## config.mk

```make
export PLATFORM = sky130hd
export DESIGN_NAME = pktwin_port
export DESIGN_NICKNAME = d
export VERILOG_FILES = /design/src/rtl/pktwin_pkg.sv /design/src/rtl/pktwin_ram.sv /design/src/rtl/pktwin_ctrl.sv /design/src/rtl/pktwin_port.sv
export SDC_FILE = /design/constraint.sdc
export NUM_CORES = 2
export LEC_CHECK = 0
export ABC_CLOCK_PERIOD_IN_PS = 3140
export BUFFER_PORTS_ARGS = -buffer_cell sky130_fd_sc_hd__buf_2
export CAP_MARGIN = 10
export CELL_PAD_IN_SITES_DETAIL_PLACEMENT = 2
export CELL_PAD_IN_SITES_GLOBAL_PLACEMENT = 2
export CORE_MARGIN = 3
export CORE_UTILIZATION = 44
export CTS_CLUSTER_DIAMETER = 40
export DETAILED_ROUTE_END_ITERATION = 10
export PLACE_DENSITY_LB_ADDON = 0.1
export SLEW_MARGIN = 0
export SYNTH_ARGS = -nofsm -noshare
export SYNTH_HDL_FRONTEND = slang
export SYNTH_SLANG_ARGS = --single-unit
```

## constraint.sdc

```tcl
create_clock -name clk -period 3.14 [get_ports clk]
set_input_delay 0.314 -clock clk [delete_from_list [all_inputs] [get_ports clk]]
set_output_delay 0.314 -clock clk [all_outputs]
set_load 0.005 [all_outputs]
```

## src/rtl/pktwin_pkg.sv

```systemverilog
package pktwin_pkg;
  localparam int DW        = 32;
  localparam int LANES     = DW / 8;
  localparam int IDX_W     = 3;
  localparam int NBUF      = 1 << (IDX_W - 1);
  localparam int BSEL_W    = IDX_W - 1;
  localparam int ADDR_W    = 4;
  localparam int MODE_W    = 2;
  localparam int PKT_SPAN  = 31;
  localparam int PKT_WORDS = (PKT_SPAN + LANES - 1) / LANES;
  localparam int PKT_WAW   = $clog2(PKT_WORDS);
  localparam int CAP_DWORDS = 1 << ADDR_W;
  localparam int SIZE_W    = 5;

  // control word field positions
  localparam int F_IDX_LO   = 0;
  localparam int F_MODE_LO  = 4;
  localparam int F_PADDR_LO = 8;
  localparam int F_CADDR_LO = 12;
  localparam int B_VALID    = 16;
  localparam int B_ACK      = 17;
  localparam int B_CP       = 18;
  localparam int F_SIZE_LO  = 20;

  // bus decode
  localparam logic [1:0] A_CTRL = 2'd0;
  localparam logic [1:0] A_PKT  = 2'd1;
  localparam logic [1:0] A_CAP  = 2'd2;
  localparam logic [1:0] A_NONE = 2'd3;

  // lanes of word w that hold bytes below len
  function automatic logic [LANES-1:0] lane_keep(input logic [ADDR_W-1:0] w, input int len);
    logic [LANES-1:0] k;
    for (int l = 0; l < LANES; l++) k[l] = ((int'(w) * LANES + l) < len);
    return k;
  endfunction

  function automatic logic [DW-1:0] widen(input logic [LANES-1:0] k);
    logic [DW-1:0] m;
    for (int l = 0; l < LANES; l++) m[l*8 +: 8] = {8{k[l]}};
    return m;
  endfunction
endpackage

```

## src/rtl/pktwin_ram.sv

```systemverilog
module pktwin_ram #(
  parameter int DW    = 32,
  parameter int WORDS = 32,
  localparam int AW    = $clog2(WORDS),
  localparam int LANES = DW / 8
) (
  input  logic             clk,
  input  logic             we,
  input  logic [AW-1:0]    waddr,
  input  logic [LANES-1:0] wbe,
  input  logic [DW-1:0]    wdata,
  input  logic             re,
  input  logic [AW-1:0]    raddr,
  output logic [DW-1:0]    rq
);
  logic [DW-1:0] mem [WORDS];

  always_ff @(posedge clk) begin
    for (int l = 0; l < LANES; l++) begin
      if (we && wbe[l]) mem[waddr][l*8 +: 8] <= wdata[l*8 +: 8];
    end
    if (re) rq <= mem[raddr];
  end
endmodule

```

## src/rtl/pktwin_ctrl.sv

```systemverilog
module pktwin_ctrl
  import pktwin_pkg::*;
(
  input  logic                   clk,
  input  logic                   rst,
  input  logic                   ctrl_wr,
  input  logic [IDX_W-1:0]       idx_w,
  input  logic [MODE_W-1:0]      mode_w,
  input  logic [ADDR_W-1:0]      paddr_w,
  input  logic [ADDR_W-1:0]      caddr_w,
  input  logic                   valid_w,
  input  logic                   cp_w,
  input  logic                   pkt_acc,
  input  logic                   cap_acc,
  input  logic                   mode_load,
  input  logic                   aud_ack,
  output logic [IDX_W-1:0]       idx_o,
  output logic [ADDR_W-1:0]      paddr_o,
  output logic [ADDR_W-1:0]      caddr_o,
  output logic [NBUF*MODE_W-1:0] modes_o,
  output logic [DW-1:0]          ctrl_word_o
);
  logic [IDX_W-1:0]  idx_q;
  logic [MODE_W-1:0] stage_q;
  logic [ADDR_W-1:0] paddr_q, caddr_q;
  logic              valid_q, ack_q, cp_q;
  logic [MODE_W-1:0] mode_q [NBUF];

  always_ff @(posedge clk) begin
    if (rst) begin
      idx_q   <= '0;
      stage_q <= '0;
      paddr_q <= '0;
      caddr_q <= '0;
      valid_q <= 1'b0;
      cp_q    <= 1'b0;
    end else if (ctrl_wr) begin
      idx_q   <= idx_w;
      stage_q <= mode_w;
      paddr_q <= paddr_w;
      caddr_q <= caddr_w;
      valid_q <= valid_w;
      cp_q    <= cp_w;
    end else begin
      if (pkt_acc) paddr_q <= paddr_q + ADDR_W'(1);
      if (cap_acc) caddr_q <= caddr_q + ADDR_W'(1);
    end
  end

  // clear on valid falling edge beats the audio-side set
  always_ff @(posedge clk) begin
    if (rst) ack_q <= 1'b0;
    else if (ctrl_wr && valid_q && !valid_w) ack_q <= 1'b0;
    else if (aud_ack) ack_q <= 1'b1;
  end

  always_ff @(posedge clk) begin
    if (rst) begin
      for (int i = 0; i < NBUF; i++) mode_q[i] <= '0;
    end else if (mode_load) begin
      mode_q[idx_q[BSEL_W-1:0]] <= stage_q;
    end
  end

  for (genvar g = 0; g < NBUF; g++) begin : g_modes
    assign modes_o[g*MODE_W +: MODE_W] = mode_q[g];
  end

  always_comb begin
    ctrl_word_o = '0;
    ctrl_word_o[F_IDX_LO +: IDX_W]    = idx_q;
    ctrl_word_o[F_MODE_LO +: MODE_W]  = idx_q[IDX_W-1] ? '0 : mode_q[idx_q[BSEL_W-1:0]];
    ctrl_word_o[F_PADDR_LO +: ADDR_W] = paddr_q;
    ctrl_word_o[F_CADDR_LO +: ADDR_W] = caddr_q;
    ctrl_word_o[B_VALID]              = valid_q;
    ctrl_word_o[B_ACK]                = ack_q;
    ctrl_word_o[B_CP]                 = cp_q;
    ctrl_word_o[F_SIZE_LO +: SIZE_W]  = SIZE_W'(CAP_DWORDS);
  end

  assign idx_o   = idx_q;
  assign paddr_o = paddr_q;
  assign caddr_o = caddr_q;


  paddr_step_chk: assert property (@(posedge clk) disable iff (rst)
    (pkt_acc && !ctrl_wr) |=> (paddr_q == $past(paddr_q) + ADDR_W'(1)));


  ack_clear_chk: assert property (@(posedge clk) disable iff (rst)
    $fell(valid_q) |-> !ack_q);


  cp_hold_chk: assert property (@(posedge clk) disable iff (rst)
    !$past(ctrl_wr) |-> $stable(cp_q));


  mode_hold_chk: assert property (@(posedge clk) disable iff (rst)
    !$past(mode_load) |-> $stable(modes_o));
endmodule

```

## src/rtl/pktwin_port.sv

```systemverilog
module pktwin_port
  import pktwin_pkg::*;
#(
  parameter int LEN_AUD   = 13,
  parameter int LEN_G1    = 11,
  parameter int LEN_G2    = 31,
  parameter int LEN_G3    = 31,
  parameter int CAP_BYTES = 48
) (
  input  logic              clk,
  input  logic              rst,
  input  logic [1:0]        bus_addr,
  input  logic              bus_wr,
  input  logic              bus_rd,
  input  logic [DW-1:0]     bus_wdata,
  output logic [DW-1:0]     bus_rdata,
  input  logic              aud_ack,
  input  logic [BSEL_W-1:0] tx_buf,
  input  logic [PKT_WAW-1:0] tx_word,
  output logic [DW-1:0]     tx_data,
  output logic [MODE_W-1:0] tx_mode
);
  localparam int PKT_RAM_WORDS = NBUF * PKT_WORDS;
  localparam int CAP_RAM_WORDS = 1 << ADDR_W;

  logic ctrl_wr, pkt_wr, pkt_rd, cap_wr, cap_rd, rd_any;
  assign rd_any  = bus_rd && !bus_wr;
  assign ctrl_wr = bus_wr && (bus_addr == A_CTRL);
  assign pkt_wr  = bus_wr && (bus_addr == A_PKT);
  assign cap_wr  = bus_wr && (bus_addr == A_CAP);
  assign pkt_rd  = rd_any && (bus_addr == A_PKT);
  assign cap_rd  = rd_any && (bus_addr == A_CAP);

  logic [IDX_W-1:0]       idx;
  logic [ADDR_W-1:0]      paddr, caddr;
  logic [NBUF*MODE_W-1:0] modes;
  logic [DW-1:0]          ctrl_word;
  logic                   idx_rsv, mode_load;
  logic [BSEL_W-1:0]      bsel;

  assign idx_rsv   = idx[IDX_W-1];
  assign bsel      = idx[BSEL_W-1:0];
  assign mode_load = pkt_wr && !idx_rsv && (paddr == '0);

  pktwin_ctrl u_ctrl (
    .clk        (clk),
    .rst        (rst),
    .ctrl_wr    (ctrl_wr),
    .idx_w      (bus_wdata[F_IDX_LO +: IDX_W]),
    .mode_w     (bus_wdata[F_MODE_LO +: MODE_W]),
    .paddr_w    (bus_wdata[F_PADDR_LO +: ADDR_W]),
    .caddr_w    (bus_wdata[F_CADDR_LO +: ADDR_W]),
    .valid_w    (bus_wdata[B_VALID]),
    .cp_w       (bus_wdata[B_CP]),
    .pkt_acc    (pkt_wr || pkt_rd),
    .cap_acc    (cap_wr || cap_rd),
    .mode_load  (mode_load),
    .aud_ack    (aud_ack),
    .idx_o      (idx),
    .paddr_o    (paddr),
    .caddr_o    (caddr),
    .modes_o    (modes),
    .ctrl_word_o(ctrl_word)
  );

  function automatic int buf_len(input logic [BSEL_W-1:0] b);
    case (b)
      2'd0:    return LEN_AUD;
      2'd1:    return LEN_G1;
      2'd2:    return LEN_G2;
      default: return LEN_G3;
    endcase
  endfunction

  // packet storage, one copy per read port
  logic [LANES-1:0]   pkt_keep, cap_keep;
  logic               pkt_we;
  logic [PKT_WAW+BSEL_W-1:0] pkt_ba;
  logic [DW-1:0]      pkt_bus_q, pkt_tx_q, cap_q;

  assign pkt_keep = idx_rsv ? '0 : lane_keep(paddr, buf_len(bsel));
  assign cap_keep = lane_keep(caddr, CAP_BYTES);
  assign pkt_we   = pkt_wr && !idx_rsv && (int'(paddr) < PKT_WORDS);
  assign pkt_ba   = {bsel, paddr[PKT_WAW-1:0]};

  for (genvar c = 0; c < 2; c++) begin : g_pkt_copy
    logic [PKT_WAW+BSEL_W-1:0] ra;
    logic                      re;
    logic [DW-1:0]             q;
    assign ra = (c == 0) ? pkt_ba : {tx_buf, tx_word};
    assign re = (c == 0) ? pkt_rd : 1'b1;
    pktwin_ram #(.DW(DW), .WORDS(PKT_RAM_WORDS)) u_ram (
      .clk  (clk),
      .we   (pkt_we),
      .waddr(pkt_ba),
      .wbe  (pkt_keep),
      .wdata(bus_wdata),
      .re   (re),
      .raddr(ra),
      .rq   (q)
    );
  end
  assign pkt_bus_q = g_pkt_copy[0].q;
  assign pkt_tx_q  = g_pkt_copy[1].q;

  pktwin_ram #(.DW(DW), .WORDS(CAP_RAM_WORDS)) u_cap_ram (
    .clk  (clk),
    .we   (cap_wr),
    .waddr(caddr),
    .wbe  (cap_keep),
    .wdata(bus_wdata),
    .re   (cap_rd),
    .raddr(caddr),
    .rq   (cap_q)
  );

  // bus read return
  logic [1:0]       rsel_q;
  logic [DW-1:0]    ctrl_q;
  logic [LANES-1:0] rkeep_q;

  always_ff @(posedge clk) begin
    if (rst) begin
      rsel_q  <= A_NONE;
      ctrl_q  <= '0;
      rkeep_q <= '0;
    end else if (rd_any) begin
      rsel_q  <= bus_addr;
      ctrl_q  <= ctrl_word;
      rkeep_q <= (bus_addr == A_PKT) ? pkt_keep : cap_keep;
    end
  end

  always_comb begin
    case (rsel_q)
      A_CTRL:  bus_rdata = ctrl_q;
      A_PKT:   bus_rdata = pkt_bus_q & widen(rkeep_q);
      A_CAP:   bus_rdata = cap_q & widen(rkeep_q);
      default: bus_rdata = '0;
    endcase
  end

  // transmit side
  logic [LANES-1:0]  tx_keep_q;
  logic [MODE_W-1:0] tx_mode_q;

  always_ff @(posedge clk) begin
    if (rst) begin
      tx_keep_q <= '0;
      tx_mode_q <= '0;
    end else begin
      tx_keep_q <= lane_keep(ADDR_W'(tx_word), buf_len(tx_buf));
      tx_mode_q <= modes[tx_buf*MODE_W +: MODE_W];
    end
  end

  assign tx_data = pkt_tx_q & widen(tx_keep_q);
  assign tx_mode = tx_mode_q;


  size_field_chk: assert property (@(posedge clk) disable iff (rst)
    (rsel_q == A_CTRL) |-> (bus_rdata[F_SIZE_LO +: SIZE_W] == SIZE_W'(CAP_DWORDS)));


  addr_quiet_chk: assert property (@(posedge clk) disable iff (rst)
    (!$past(bus_rd) && !$past(bus_wr)) |-> ($stable(paddr) && $stable(caddr)));
endmodule

```

==> key figures <==
Power and ir drop
  • Worst vdd ir: 0.0005899 V
  • Leakage: 29.23 nW
  • Sw frac: 23.12%
  • P_sw: 13.75 mW
  • Combinational power share: 6.5%
  • Internal: 45.72 mW
  • Clk pwr share: 51.2%
  • PD cells: 685.6 nW/um^2
  • Reg power frac: 42.3%
  • Overall power: 59.47 mW

Setup path
  • CP Max Fanout: 16
  • Worst setup SP type: register
  • Worst reg2reg setup slack: 0.23 ns
  • R2R Path End: g_pkt_copy[0].u_ram.mem[22][18]
  • Worst Path Arrival: 2.75 ns
  • Crit. End Element: primary output
  • Setup CP Type: register to primary output
  • FF-to-FF path depth: 8
  • Worst R2R Start: u_ctrl.idx_o[1]
  • Worst EP required: 2.83 ns

Layout
  • Nets: 4515
  • Most common cell after layout, fill and taps aside: edfxtp_1
  • Share of layout cells above drive strength 1: 27.95%
  • Area delta synth->final: 20.14%
  • Leading cell types in the layout, fill and taps excluded: edfxtp_1 (1608), mux2i_1 (532), mux4_2 (420)

Clock tree
  • Clock sink count: 1685
  • Skew-Pair Late Insertion Delay: 0.92 ns
  • CTS tree: done
  • Clock Path Buffers: 4
  • Num CTS Buffers: 283
  • Worst-path clk slew: 0.05 ns
  • CTS root buf: clkbuf_16
  • H-tree Lvls: 5

Floorplanning
  • Core Area: 163000 sq um
  • Die width: 411.1 um
  • FP Rows: 148
  • # IOs: 110
  • Die Y: 411.1 um
  • Die area: 169000 sq um
  • Initial Util: 44.31%

Timing
  • Slew Limit Fails: 0
  • Worst Max-Slew Pin Slew: 1.219 ns
  • Layout Skew: 0.07291 ns
  • Peak Freq: 326.3 MHz
  • Final Hold Viols: 0
  • Hold Slack: 0.06639 ns
  • Minimum clock period: 3.065 ns
  • Relative slew slack: 18.73%
  • Fin crit share: 97.61%
  • Final setup viols: 0
  • RSZ-0062 raised after global routing: no

Min path
  • Worst hold-check path type: input port to register
  • Hold_sp: bus_wdata[11]
  • Hold EP: g_pkt_copy[0].u_ram.mem[7][11]
  • Hold Path Cell Cnt: 1

Place
  • Port bufs: 109
  • Placer Congestion: 0.8075
  • DPL Wire Length: 153000 um

Global route
  • Largest net degree at the start of global routing: 109
  • First-pass GRT wire length: 363100 um
  • Vias in the first global route: 47040
  • Antenna violations before repair: 5
  • GRT Total Usage: 30.13%
  • Grt total ovfl: 0

Routing
  • DRC viols: 0
  • DR iter-0 viols: 4461
  • Wire length per cell: 37.30 um
  • 1st-pass router iterations: 5
  • Vias after detailed routing: 43600
  • Post-DR vias/cell: 6.379
  • ANT nets after route: 0
  • Final wirelength: 254900 um

Synth
  • Library cells used by synthesis: 39
  • Biggest area consumer among synthesized cells: edfxtp_1
  • Syn Area/Cell: 18.21 sq um
  • Synth Register Bits: 1685
  • Synth top area cells: edfxtp_1 (67%), mux4_2 (13%), mux2i_1 (7.4%), a22oi_1 (4.1%), dfxtp_1 (2.1%)
  • Synth top area share: 66.88%
  • Post-Syn Area: 72200 sq um
  • Post-Syn Instances: 3965
  • Seq/Total Area, Yosys: 69.01%
  • YS warnings: 0

Run
  • Number of max-cap violations: 0

Run status
  • Outcome: finished, final reports clean
==> what timing repair did <==
item                       CTS  global route
resized for setup            5             4
setup buffers                1             0
hold endpoints to repair    50             0
hold buffers                 9             0
pin swaps                    1             0
setup endpoints to repair   24             7
==> cell usage after synthesis, drive strengths merged <==
cell type	n
nand2	68
or3b	1
nor2b	9
a22oi	399
o31ai	1
nor2	167
a211o	2
mux2i	533
inv	15
and3	1
nand3b	1
o21ai	7
a211oi	3
nand4	68
mux2	11
mux4	420
ha	17
nor3b	3
buf	137
nor4	1
or3	1
or2	4
clkbuf	151
xnor2	1
a311oi	4
a21oi	35
o21a	1
conb	1
o21bai	4
nor3	23
edfxtp	1608
nand3	144
and2	41
nand2b	6
dfxtp	77
==> registers in the layout, summed over array words and instances, names as in the netlist, 3 cells and up, named ones only <==
| signal | flops |
|---|---|
| ctrl_q | 17 |
| u_ctrl.idx_o | 3 |
| u_cap_ram.rq | 32 |
| g_pkt_copy.u_ram.mem | 1024 |
| u_ctrl.paddr_o | 4 |
| rkeep_q | 3 |
| u_cap_ram.mem | 512 |
| g_pkt_copy.u_ram.rq | 64 |
| u_ctrl.mode_q | 8 |
| u_ctrl.caddr_o | 4 |
| tx_keep_q | 3 |
==> routing by layer <==
layer	routed length [um]	vias up	track usage, %	part of all wire (%)
met2	123400	1909	48.85	48
met4	10250	0	11.33	4.0
li1	-	17400	-	-
met1	104600	23770	41.08	41
met3	16590	521	4.933	6.5
met5	0	-	0	0
==> how the worst max path moves through the flow <==
stage	start	end	slack (ns)	cells after the start
detailed placement	bus_addr[0]	g_pkt_copy[0].u_ram.mem[21][19]	0.16	7
global route	rsel_q[0]	bus_rdata[13]	0.02	7
global placement	bus_addr[1]	g_pkt_copy[0].u_ram.mem[22][17]	0.17	7
floorplan	u_ctrl.paddr_o[1]	g_pkt_copy[0].u_ram.mem[16][10]	0.09	8
CTS	rsel_q[1]	bus_rdata[23]	-0.01	6
finish	rsel_q[0]	bus_rdata[1]	0.07	8
==> power by group through the flow <==
stage,Sequential (mW),Clock [mW],Combinational [mW]
4_1_cts,25.1,30.9,3.88
5_1_grt,25.2,31.9,4.11
3_3_place_gp,25.6,0,3.74
3_5_place_dp,25.6,0,3.83
6_report,25.1,30.4,3.89
2_1_floorplan,25.5,0,2.28
==> cell type report <==
class | instances | area [sq um]
Fill cell | 14200 | 76220
Clock inverter | 161 | 1637
Multi-Input combinational cell | 2104 | 21850
Tap cell | 2175 | 2721
Inverter | 15 | 56.30
Sequential cell | 1685 | 49850
Clock buffer | 325 | 7512
Timing Repair Buffer | 365 | 3100
Antenna cell | 4 | 10.01
==> critical path, stage by stage (launching register included) <==
cell,delay (ns)
dfxtp_1,0.31
inv_1,0.15
ha_4,0.19
buf_12,0.20
mux2i_2,0.37
nor2_1,0.09
a21oi_1,0.24
nor2_1,0.11
buf_2,0.15
==> stage by stage <==
stage / cell area (sq um) / setup TNS (ns) / setup WS, ns / util (%) / cells
6_report: 86740 / 0 / 0.07496 / 53.23 / 6834
3_3_place_gp: 77440 / 0 / 0.1689 / 47.52 / 6334
3_5_place_dp: 77440 / 0 / 0.1566 / 47.52 / 6334
5_1_grt: 86730 / 0 / 0.02180 / 53.22 / 6830
2_1_floorplan: 72680 / 0 / 0.09114 / - / 4092
4_1_cts: 86720 / -0.02706 / -0.01362 / 53.22 / 6830
==> cells by family after synthesis <==
group	Yosys count	synth area share [%]
other cells	1	0.005194
buf+inv	303	1.839
simple gates	538	3.568
mux	964	20.66
xor+xnor	1	0.01213
fa+ha+maj	17	0.2946
flops	1685	69.01
compound gates	456	4.606
Note: power is estimated with default switching activity, not from simulation.
